`src/rtl/vdma_pkg.sv`:
```
package vdma_pkg;
   typedef enum logic [1:0] {
      VM_LOAD_LO = 2'd0,
      VM_LOAD_HI = 2'd1,
      VM_FILL    = 2'd2,
      VM_COPY    = 2'd3
   } vdma_mode_e;

   function automatic logic mode_is_load(vdma_mode_e m);
      return (m == VM_LOAD_LO) || (m == VM_LOAD_HI);
   endfunction
endpackage

```
`src/rtl/vdma_addr_gen.sv`:
```
// Source/destination pointers and remaining-transfer counter.
module vdma_addr_gen #(
   parameter int SRC_W  = 22,
   parameter int DST_W  = 16,
   parameter int LEN_W  = 16,
   parameter int INC_W  = 8,
   parameter int WRAP_W = 16
) (
   input  logic             clk,
   input  logic             rst_n,
   input  logic             load,
   input  logic [SRC_W-1:0] src_in,
   input  logic [DST_W-1:0] dst_in,
   input  logic [INC_W-1:0] inc_in,
   input  logic [LEN_W-1:0] len_in,
   input  logic             step,
   output logic [SRC_W-1:0] src_q,
   output logic [DST_W-1:0] dst_q,
   output logic             last
);
   localparam int CNT_W = LEN_W + 1;
   localparam logic [CNT_W-1:0] FULL_CNT = CNT_W'(1) << LEN_W;

   logic [CNT_W-1:0] cnt_q;
   logic [INC_W-1:0] inc_q;
   logic [SRC_W-1:0] src_nxt;

   // Only the low WRAP_W bits of the source advance.
   generate
      if (SRC_W > WRAP_W) begin : g_split
         assign src_nxt = {src_q[SRC_W-1:WRAP_W], src_q[WRAP_W-1:0] + WRAP_W'(1)};
      end else begin : g_flat
         assign src_nxt = src_q + SRC_W'(1);
      end
   endgenerate

   always_ff @(posedge clk) begin
      if (!rst_n) begin
         src_q <= '0;
         dst_q <= '0;
         inc_q <= '0;
         cnt_q <= '0;
      end else if (load) begin
         src_q <= src_in;
         dst_q <= dst_in;
         inc_q <= inc_in;
         cnt_q <= (len_in == '0) ? FULL_CNT : CNT_W'(len_in);
      end else if (step) begin
         src_q <= src_nxt;
         dst_q <= dst_q + DST_W'(inc_q);
         cnt_q <= cnt_q - CNT_W'(1);
      end
   end

   assign last = (cnt_q == CNT_W'(1));
endmodule

```
`src/rtl/vdma_preload.sv`:
```
// Settling counter that holds back load pushes after a start.
module vdma_preload #(
   parameter int PRELOAD = 7
) (
   input  logic clk,
   input  logic rst_n,
   input  logic arm,
   input  logic arm_full,
   input  logic clr,
   output logic zero
);
   localparam int PL_W = $clog2(PRELOAD + 2);

   logic [PL_W-1:0] cnt_q;

   always_ff @(posedge clk) begin
      if (!rst_n) begin
         cnt_q <= '0;
      end else if (arm) begin
         cnt_q <= arm_full ? PL_W'(PRELOAD) : '0;
      end else if (clr) begin
         cnt_q <= '0;
      end else if (cnt_q != '0) begin
         cnt_q <= cnt_q - PL_W'(1);
      end
   end

   assign zero = (cnt_q == '0);
endmodule

```
`src/rtl/vdma_step_gate.sv`:
```
// Per-mode action selection for the current cycle.
module vdma_step_gate
   import vdma_pkg::*;
(
   input  logic       pending,
   input  vdma_mode_e mode,
   input  logic       wait_f,
   input  logic       held,
   input  logic       settled,
   input  logic       fifo_full,
   input  logic       fifo_empty,
   input  logic       ram_busy,
   output logic       do_fetch,
   output logic       do_push,
   output logic       do_fill,
   output logic       do_copy_rd,
   output logic       do_copy_wr,
   output logic       step
);
   logic live;

   always_comb begin
      live       = pending && !wait_f;
      do_fetch   = live && mode_is_load(mode) && !held;
      do_push    = live && mode_is_load(mode) && held && !fifo_full && settled;
      do_fill    = live && (mode == VM_FILL) && fifo_empty && !ram_busy;
      do_copy_rd = live && (mode == VM_COPY) && !ram_busy && !held;
      do_copy_wr = live && (mode == VM_COPY) && !ram_busy && held;
      step       = do_push || do_fill || do_copy_wr;
   end
endmodule

```
`src/rtl/vdma_seq.sv`:
```
module vdma_seq
   import vdma_pkg::*;
#(
   parameter int SRC_W   = 22,
   parameter int DST_W   = 16,
   parameter int LEN_W   = 16,
   parameter int INC_W   = 8,
   parameter int DATA_W  = 16,
   parameter int WRAP_W  = 16,
   parameter int PRELOAD = 7
) (
   input  logic              clk,
   input  logic              rst_n,
   input  logic              start_we,
   input  logic [1:0]        start_mode,
   input  logic [LEN_W-1:0]  start_len,
   input  logic [SRC_W-1:0]  start_src,
   input  logic [DST_W-1:0]  start_dst,
   input  logic [INC_W-1:0]  start_inc,
   input  logic              fill_kick,
   input  logic [DATA_W-1:0] fill_word,
   output logic              bus_req,
   output logic [SRC_W+1:0]  bus_addr,
   input  logic [DATA_W-1:0] bus_rdata,
   input  logic              fifo_full,
   input  logic              fifo_empty,
   output logic              fifo_we,
   output logic [DST_W-1:0]  fifo_addr,
   output logic [DATA_W-1:0] fifo_wdata,
   input  logic              vram_busy,
   output logic              vram_re,
   output logic [DST_W-1:0]  vram_raddr,
   input  logic [7:0]        vram_rdata,
   output logic              vram_we,
   output logic [DST_W-1:0]  vram_waddr,
   output logic [7:0]        vram_wdata,
   output logic              xfer_pending,
   output logic              xfer_done
);
   // Elaboration-time parameter checks
   generate
      if (SRC_W < DST_W) begin : g_bad_src
         $error("vdma_seq: SRC_W must be at least DST_W");
      end
      if (INC_W > DST_W) begin : g_bad_inc
         $error("vdma_seq: INC_W must not exceed DST_W");
      end
      if (DATA_W < 8) begin : g_bad_data
         $error("vdma_seq: DATA_W must be at least 8");
      end
      if (WRAP_W < 1) begin : g_bad_wrap
         $error("vdma_seq: WRAP_W must be positive");
      end
   endgenerate

   vdma_mode_e        mode_q;
   logic [1:0]        mode_bits;
   logic              pending_q, wait_q, held_q, own_busy_q, done_q;
   logic [DATA_W-1:0] word_q;
   logic [7:0]        byte_q;
   logic [SRC_W-1:0]  src_q;
   logic [DST_W-1:0]  dst_q;
   logic              last, settled, ram_busy;
   logic              do_fetch, do_push, do_fill, do_copy_rd, do_copy_wr, step;
   logic              finish, kick_hit;

   assign mode_bits = mode_q;
   assign ram_busy  = vram_busy || own_busy_q;
   assign finish    = step && last && !start_we;
   assign kick_hit  = fill_kick && pending_q && (mode_q == VM_FILL) && wait_q;

   vdma_addr_gen #(
      .SRC_W (SRC_W), .DST_W (DST_W), .LEN_W (LEN_W),
      .INC_W (INC_W), .WRAP_W(WRAP_W)
   ) u_addr (
      .clk   (clk),
      .rst_n (rst_n),
      .load  (start_we),
      .src_in(start_src),
      .dst_in(start_dst),
      .inc_in(start_inc),
      .len_in(start_len),
      .step  (step && !start_we),
      .src_q (src_q),
      .dst_q (dst_q),
      .last  (last)
   );

   vdma_preload #(.PRELOAD(PRELOAD)) u_pre (
      .clk     (clk),
      .rst_n   (rst_n),
      .arm     (start_we),
      .arm_full(!start_mode[1]),
      .clr     (finish),
      .zero    (settled)
   );

   vdma_step_gate u_gate (
      .pending   (pending_q),
      .mode      (mode_q),
      .wait_f    (wait_q),
      .held      (held_q),
      .settled   (settled),
      .fifo_full (fifo_full),
      .fifo_empty(fifo_empty),
      .ram_busy  (ram_busy),
      .do_fetch  (do_fetch),
      .do_push   (do_push),
      .do_fill   (do_fill),
      .do_copy_rd(do_copy_rd),
      .do_copy_wr(do_copy_wr),
      .step      (step)
   );

   always_ff @(posedge clk) begin
      if (!rst_n) begin
         mode_q     <= VM_LOAD_LO;
         pending_q  <= 1'b0;
         wait_q     <= 1'b1;
         held_q     <= 1'b0;
         own_busy_q <= 1'b0;
         done_q     <= 1'b0;
         word_q     <= '0;
         byte_q     <= '0;
      end else begin
         done_q     <= 1'b0;
         own_busy_q <= do_fill || do_copy_rd || do_copy_wr;
         if (start_we) begin
            pending_q <= 1'b1;
            mode_q    <= vdma_mode_e'(start_mode);
            held_q    <= 1'b0;
            wait_q    <= (vdma_mode_e'(start_mode) == VM_FILL);
         end else begin
            if (do_fetch) begin
               held_q <= 1'b1;
               word_q <= bus_rdata;
            end
            if (do_copy_rd) begin
               held_q <= 1'b1;
               byte_q <= vram_rdata;
            end
            if (do_push || do_copy_wr) begin
               held_q <= 1'b0;
            end
            if (kick_hit) begin
               wait_q <= 1'b0;
               word_q <= fill_word;
            end
            if (finish) begin
               pending_q <= 1'b0;
               wait_q    <= 1'b1;
               done_q    <= 1'b1;
            end
         end
      end
   end

   assign bus_req      = do_fetch;
   assign bus_addr     = {mode_bits[0], src_q, 1'b0};
   assign fifo_we      = do_push;
   assign fifo_addr    = dst_q;
   assign fifo_wdata   = word_q;
   assign vram_re      = do_copy_rd;
   assign vram_raddr   = src_q[DST_W-1:0] ^ DST_W'(1);
   assign vram_we      = do_fill || do_copy_wr;
   assign vram_waddr   = do_copy_wr ? (dst_q ^ DST_W'(1)) : dst_q;
   assign vram_wdata   = do_copy_wr ? byte_q : word_q[DATA_W-1 -: 8];
   assign xfer_pending = pending_q;
   assign xfer_done    = done_q;
endmodule

```
`config.mk`:
```
export PLATFORM = sky130hd
export DESIGN_NAME = vdma_seq
export DESIGN_NICKNAME = d
export VERILOG_FILES = /design/src/rtl/vdma_pkg.sv /design/src/rtl/vdma_addr_gen.sv /design/src/rtl/vdma_preload.sv /design/src/rtl/vdma_step_gate.sv /design/src/rtl/vdma_seq.sv
export SDC_FILE = /design/constraint.sdc
export NUM_CORES = 1
export LEC_CHECK = 0
export CAP_MARGIN = 25
export CORE_MARGIN = 5
export CORE_UTILIZATION = 40
export DETAILED_ROUTE_END_ITERATION = 16
export PLACE_DENSITY = 0.72
export SLEW_MARGIN = 20
export SYNTH_ARGS = -nofsm -noshare
export SYNTH_HDL_FRONTEND = slang
export SYNTH_SLANG_ARGS = --single-unit
```
`constraint.sdc`:
```
create_clock -name clk -period 3.6 [get_ports clk]
set_input_delay 0.72 -clock clk [delete_from_list [all_inputs] [get_ports clk]]
set_output_delay 0.72 -clock clk [all_outputs]
set_load 0.1 [all_outputs]
```
* After elaboration in Yosys (flattened, before gate mapping)
Index checks and enable logic that the tools add are counted.
Storage, ports and cells: register bits after elaboration 98, bits of input ports 111, output and inout port bits 102, logic and storage cells 96
Operators by class: $add $sub $neg 4, equality and inequality tests 5, muxes and demuxes 23, bitwise operators 4, reduce and logical (&&, ||, !) cells 46
Operators with widths (count):
- two-way mux 16 bit | 5
- two-way mux 17 bit | 3
- two-way mux 22 bit | 1
- logical AND 1 bit | 19
- == test 17 x 1 -> 1 bit (second input constant) | 1
- subtractor 17 x 1 -> 17 bit (second input constant) | 1
- adder 16 x 1 -> 16 bit (second input constant) | 1
- adder 16 x 8 -> 16 bit | 1
- zero test 16 bit | 1
- two-way mux 4 bit | 3
- two-way mux 1 bit | 9
- logical OR 1 bit | 8
- two-way mux 8 bit | 1
- nonzero test 2 bit | 4
- == test 2 bit (second input constant) | 3
- nonzero test 3 bit | 2
- zero test 1 bit | 5
- zero test 4 bit | 1
- NOT 1 bit | 4
- AND reduction 2 bit | 2
- nonzero test 4 bit | 1
- subtractor 4 x 1 -> 4 bit (second input constant) | 1
- two-way mux 3 bit | 1
- OR reduction 3 bit | 1
- other kinds (3) | 3

* Longest topological paths before layout
depth after elaboration 12, mapped depth 10

* Modules after synthesis
From an unflattened synthesis, not the netlist that was laid out.
Unflattened totals: cell total of the unflattened synthesis 677, area, all modules 5936.9 um^2
Modules (own cells, without submodules):
- vdma_addr_gen | times used 1, cells an instance 434, area each 3651.0 um^2, sequential area each 1261.2 um^2
- vdma_seq | times used 1, cells an instance 205, area each 1985.7 um^2, sequential area each 620.6 um^2
- vdma_preload | times used 1, cells an instance 26, area each 224.0 um^2, sequential area each 80.1 um^2
- vdma_step_gate | times used 1, cells an instance 12, area each 76.3 um^2, sequential area each 0.0 um^2

* Least setup slack after synthesis
No wires, ideal clock.
kind flip-flop to output port, start reg pending_q (netlist: xfer_pending), end out vram_waddr[0], arrival 3.379 ns, required time 2.880 ns, slack -0.499 ns, stages on the path, launching flop included 6, path buffers 0, cell sequence dfxtp_1 and4bb_2 nand3b_1 inv_1 nand2_1 xnor2_1
On the way: cells in the longest elaborated chain, start to end 5
Ends and longest elaborated chain:
- from (decl) | RTL line vdma_seq.sv:58 | logic pending_q, wait_q, held_q, own_busy_q, done_q;
- from (signal assigned) | RTL line vdma_seq.sv:118 | pending_q <= 1'b0;
- from (signal assigned) | RTL line vdma_seq.sv:129 | pending_q <= 1'b1;
- from (signal assigned) | RTL line vdma_seq.sv:150 | pending_q <= 1'b0;
- logical AND 1 bit | RTL line vdma_step_gate.sv:23 | live = pending && !wait_f;
- logical AND 1 bit (3 in a row) | RTL line vdma_step_gate.sv:28 | do_copy_wr = live && (mode == VM_COPY) && !ram_busy && held;
- two-way mux 1 bit | RTL line vdma_seq.sv:166 | assign vram_waddr = do_copy_wr ? (dst_q ^ DST_W'(1)) : dst_q;
- to (decl) | RTL line vdma_seq.sv:35 | output logic [DST_W-1:0] vram_waddr,
Every way passes these cells.

* Worst setup path in the final report
start in vram_busy, end out vram_wdata[7]
On the way: cells in the longest elaborated chain, start to end 5
Ends and longest elaborated chain:
- from (decl) | RTL line vdma_seq.sv:30 | input logic vram_busy,
- logical OR 1 bit | RTL line vdma_seq.sv:68 | assign ram_busy = vram_busy || own_busy_q;
- zero test 1 bit | RTL line vdma_step_gate.sv:28
- logical AND 1 bit (2 in a row) | RTL line vdma_step_gate.sv:28
- two-way mux 8 bit | RTL line vdma_seq.sv:167 | assign vram_wdata = do_copy_wr ? byte_q : word_q[DATA_W-1 -: 8];
- to (decl) | RTL line vdma_seq.sv:36 | output logic [7:0] vram_wdata,
Every way passes these cells.

==> metrics list <==
- Outcome: completed
- Setup violations remaining at the end of the flow were counted as 0.
- Counting cells, the worst reg-to-reg path comes to 6.
* Effective utilization at floorplan: 41.2%
* Area of the die: 16,200 sq um
* Proportion of synthesized flip-flops having asynchronous set or reset: 0%
* Total wire length: 16,900 um
* Cell area after synthesis: 5500 sq um
- Fraction of the yosys area taken by sequential cells: 35.7%
- Longest Clk Path Bufs: 2
* Synthesis-stage register bit count: 98
- The worst path uses 87.5% of the clock period.
- Total power per unit cell area: 408 nW/um^2
- Number of max-capacitance violations reported: 0
* Number of antenna violations at the first check in global routing: 0
- Number of buffer and inverter stages on the critical path: 3
- Number of nets at the end of the flow: between 900 and 1,000
- Standby leakage power: about 3.2 nW
- Vias in the first global route: 5,494
- Core occupancy in the finished layout: 59.3%
* Highest clock frequency the design can meet: ~320 MHz
- Max stage delay on crit path: 0.49 ns
- Counting every sink on the clock net gives 98.
* Number of flops mapped to enable cells by yosys: 0
- The cell count after synthesis came out at between 600 and 700.
- The first detailed-routing pass ran for 4 iterations.
- The total overflow left after global routing is 0.
- Share of final-layout standard cells stronger than drive strength 1: 8.55%
- After clock tree synthesis, the setup repair step added 0 buffers.
- Counting distinct cell types in the post-synthesis netlist gives 63.
- Headroom to the max-slew limit came out at 31.7%.
- The detail route stage leaves a number of antenna-violating nets equal to 0.
* Largest vdd supply drop: 0.000266 V
- At the pin with the least slew margin, the transition time is 1.02 ns.
- The critical path is of the input port to primary output type.
- Clock tree synthesis inserted a total of 9 buffers.
* Nets in the synthesized netlist: between 700 and 800
- The path with the worst hold slack has its endpoint at fifo_wdata[6]$_SDFFE_PN0P_.
- Maximum fanout count along the critical path: 10
- In this design, the largest share of critical-path delay is due to buffers and inverters.
- Data on the critical path arrives at its endpoint at roughly 2.4 ns.
- Number of cells in the finished layout apart from fillers: 971
- Setup repair after global routing left no endpoint under its margin.
* Total GRT Usage: 20.7%
* Worst reg2reg startpoint: xfer_pending$_SDFFE_PN0P_
- Count of standard-cell rows: 42
* Setup TNS Final: 0 ns
- In this run the worst hold path is classified as register to register.
- CTS tree: done
* Leading post-synthesis cells by cell area: sky130_fd_sc_hd__dfxtp_1 (36%), sky130_fd_sc_hd__mux2i_1 (7.6%), sky130_fd_sc_hd__o21ai_0 (5.2%), sky130_fd_sc_hd__buf_4 (4.4%), sky130_fd_sc_hd__nand2_1 (4.0%)
* Core region area: 13,300 sq um
- Drt drc: 0
- Gpl congestion: 0.926
- Clock slew at reported path FFs: 0.07 ns
- Cts repair resizes: 0
- Summing all flip-flop and latch instances after layout gives 1960 sq um.
* Routed wire per std cell: 17.4 um
* Standard cell with the maximum stage delay on the critical path: sky130_fd_sc_hd__clkdlybuf4s50_1
- The worst hold path begins at fifo_wdata[6]$_SDFFE_PN0P_.
- Final hold viol count: 0
- Critical Path Sink Type: primary output
- H-tree depth: 3
* Area grow syn2layout: 44.0%
- Via count normalized by instance count: 5.49
- Antenna cells: 0
- sky130_fd_sc_hd__dfxtp_1 is the most common cell in the netlist.
* Shortest period the worst path allows: 3.15 ns
- The cell sitting at the root of the clock tree is a sky130_fd_sc_hd__clkbuf_16.
- After detailed placement, the design holds a cell count of roughly 960.
* Max-slew violation total from the final report: 0
- Entering global routing, the biggest net connects 71 pins.
- Launching element type of the critical path: input port
* Most frequent cells after synthesis: sky130_fd_sc_hd__dfxtp_1 (98), sky130_fd_sc_hd__nand2_1 (58), sky130_fd_sc_hd__o21ai_0 (57)
- Detailed placement HPWL: 12,900 um
- During synthesis, Yosys emitted a total of 0 warnings.
- Number of vias after detailed routing: between 5,000 and 6,000
- Area leader, netlist: sky130_fd_sc_hd__dfxtp_1
* Most used flip-flop cell after synthesis: sky130_fd_sc_hd__dfxtp_1
- Worst clock skew: roughly 0.0053 ns
- First-pass GRT wire length: between 20,000 and 30,000 um
- Area of combinational cells with multiple inputs: approximately 3100 sq um
- After the first detailed-routing iteration, the DRC count stood at roughly 330.
* Register-to-register setup slack: 0.72 ns
* IO buf count: roughly 210
- A synthesized cell averages 8.77 sq um.
- Required time worst endpoint: 2.88 ns
* List of cells traversed by the critical path: clkdlybuf4s50_1 > nand3b_1 > inv_1 > nand2_1 > mux2_2 > buf_12
- The clock reaches the later pin of the worst-skew pair after around 0.35 ns.
- CTS Hold Bufs: 0
- Counting instances, the worst hold path has a depth of 1.
- After synthesis, the largest area contributor takes up between 30% and 40% of total cell area.
* Ports placed on the boundary: 213
- After filler insertion, the fill cell instance count of the layout stands at 1,174.
* R2r endpoint: u_addr.dst_q[10]$_SDFFE_PN0P_
- Chip Width: 127 um
- From bottom edge to top edge, the die measures between 100 and 150 um.
==> cell type report <==
class                           count  share of cell area [%]
Clock buffer                       10                    3.02
Tap cell                          176                    2.78
Sequential cell                    98                    24.8
Timing Repair Buffer              219                    28.5
Inverter                           19                   0.900
Clock inverter                      6                   0.806
Multi-Input combinational cell    443                    39.2
==> how the worst max path moves through the flow <==
stage,startpoint,end,slack [ns],cells after the start
2_1_floorplan,xfer_pending$_SDFFE_PN0P_,vram_waddr[0],0.13,5
3_3_place_gp,vram_busy,vram_wdata[4],0.50,6
3_5_place_dp,vram_busy,vram_wdata[4],0.46,6
4_1_cts,vram_busy,vram_wdata[0],0.46,6
5_1_grt,vram_busy,vram_wdata[6],0.37,6
6_report,vram_busy,vram_wdata[7],0.45,6
==> cells in the final DEF, fill, tap and decap left out, types with 4 or more instances in the layout <==
cell | netlist | layout
sky130_fd_sc_hd__a211oi_1 | 4 | 4
sky130_fd_sc_hd__a21oi_1 | 33 | 32
sky130_fd_sc_hd__a31oi_1 | 13 | 13
sky130_fd_sc_hd__and2_1 | 4 | 4
sky130_fd_sc_hd__and3_1 | 5 | 5
sky130_fd_sc_hd__buf_12 | 0 | 11
sky130_fd_sc_hd__buf_4 | 32 | 14
sky130_fd_sc_hd__clkbuf_16 | 0 | 9
sky130_fd_sc_hd__clkdlybuf4s50_1 | 0 | 192
sky130_fd_sc_hd__dfxtp_1 | 98 | 98
sky130_fd_sc_hd__ha_1 | 12 | 12
sky130_fd_sc_hd__inv_1 | 18 | 18
sky130_fd_sc_hd__mux2_2 | 9 | 9
sky130_fd_sc_hd__mux2i_1 | 42 | 42
sky130_fd_sc_hd__nand2_1 | 58 | 58
sky130_fd_sc_hd__nand3_1 | 13 | 13
sky130_fd_sc_hd__nand4_1 | 5 | 5
sky130_fd_sc_hd__nor2_1 | 9 | 9
sky130_fd_sc_hd__nor2b_1 | 30 | 30
sky130_fd_sc_hd__nor3_1 | 10 | 10
sky130_fd_sc_hd__nor3b_1 | 4 | 4
sky130_fd_sc_hd__nor4_1 | 8 | 8
sky130_fd_sc_hd__o2111ai_1 | 9 | 9
sky130_fd_sc_hd__o211a_1 | 18 | 18
sky130_fd_sc_hd__o211ai_1 | 12 | 12
sky130_fd_sc_hd__o21ai_0 | 57 | 57
sky130_fd_sc_hd__o22ai_1 | 5 | 5
sky130_fd_sc_hd__or3_1 | 5 | 5
sky130_fd_sc_hd__or4_1 | 4 | 4
sky130_fd_sc_hd__xnor2_1 | 15 | 14
sky130_fd_sc_hd__xor2_1 | 19 | 19
==> flip-flops by register name, summed over array words and instances (netlist names) <==
name / count
u_addr.src_q: 22
u_addr.cnt_q: 17
fifo_wdata: 16
u_addr.dst_q: 16
byte_q: 8
u_addr.inc_q: 8
u_pre.cnt_q: 4
mode_bits: 2
held_q: 1
own_busy_q: 1
wait_q: 1
xfer_done: 1
xfer_pending: 1
==> cell families (layout without fill, tap and decap cells) <==
| logic type | after synthesis | after routing | share of synthesized area, % |
|---|---|---|---|
| and+or+nand+nor | 170 | 170 | 17.1 |
| other | 1 | 1 | 0.0682 |
| DFF | 98 | 98 | 35.7 |
| AOI/OAI and AO/OA | 174 | 174 | 21.0 |
| muxes | 51 | 51 | 9.49 |
| buffers and inverters | 86 | 254 | 8.17 |
| adders and majority gates | 13 | 13 | 3.09 |
| xor gates and xnor gates | 34 | 34 | 5.42 |
==> report_power, final <==
part / total [mW] / leakage [nW] / switching, mW / internal, mW
clock: 0.984 / 0.145 / 0.426 / 0.558
sequential: 1.22 / 0.807 / 0.0737 / 1.15
combinational: 1.03 / 2.29 / 0.692 / 0.338
==> metrics by stage <==
stage | area (sq um) | power [mW] | hold WS (ns) | setup WS, ns
floorplan | 5510 | 1.97 | 0.478 | 0.134
global placement | 7610 | 2.26 | 0.479 | 0.501
detailed placement | 7610 | 2.27 | 0.489 | 0.462
CTS | 7910 | 3.25 | 0.507 | 0.457
global route | 7920 | 3.35 | 0.529 | 0.368
finish | 7920 | 3.23 | 0.502 | 0.449
==> metal layers <==
layer	up-vias	GRT usage [%]	share of wire (%)
met4	0	6.12	1.5
met3	20	7.39	9.5
met1	2499	24.3	40
li1	2570	-	-
met2	240	35.6	49
met5	-	0	0
(Power assumes the default switching activity.)
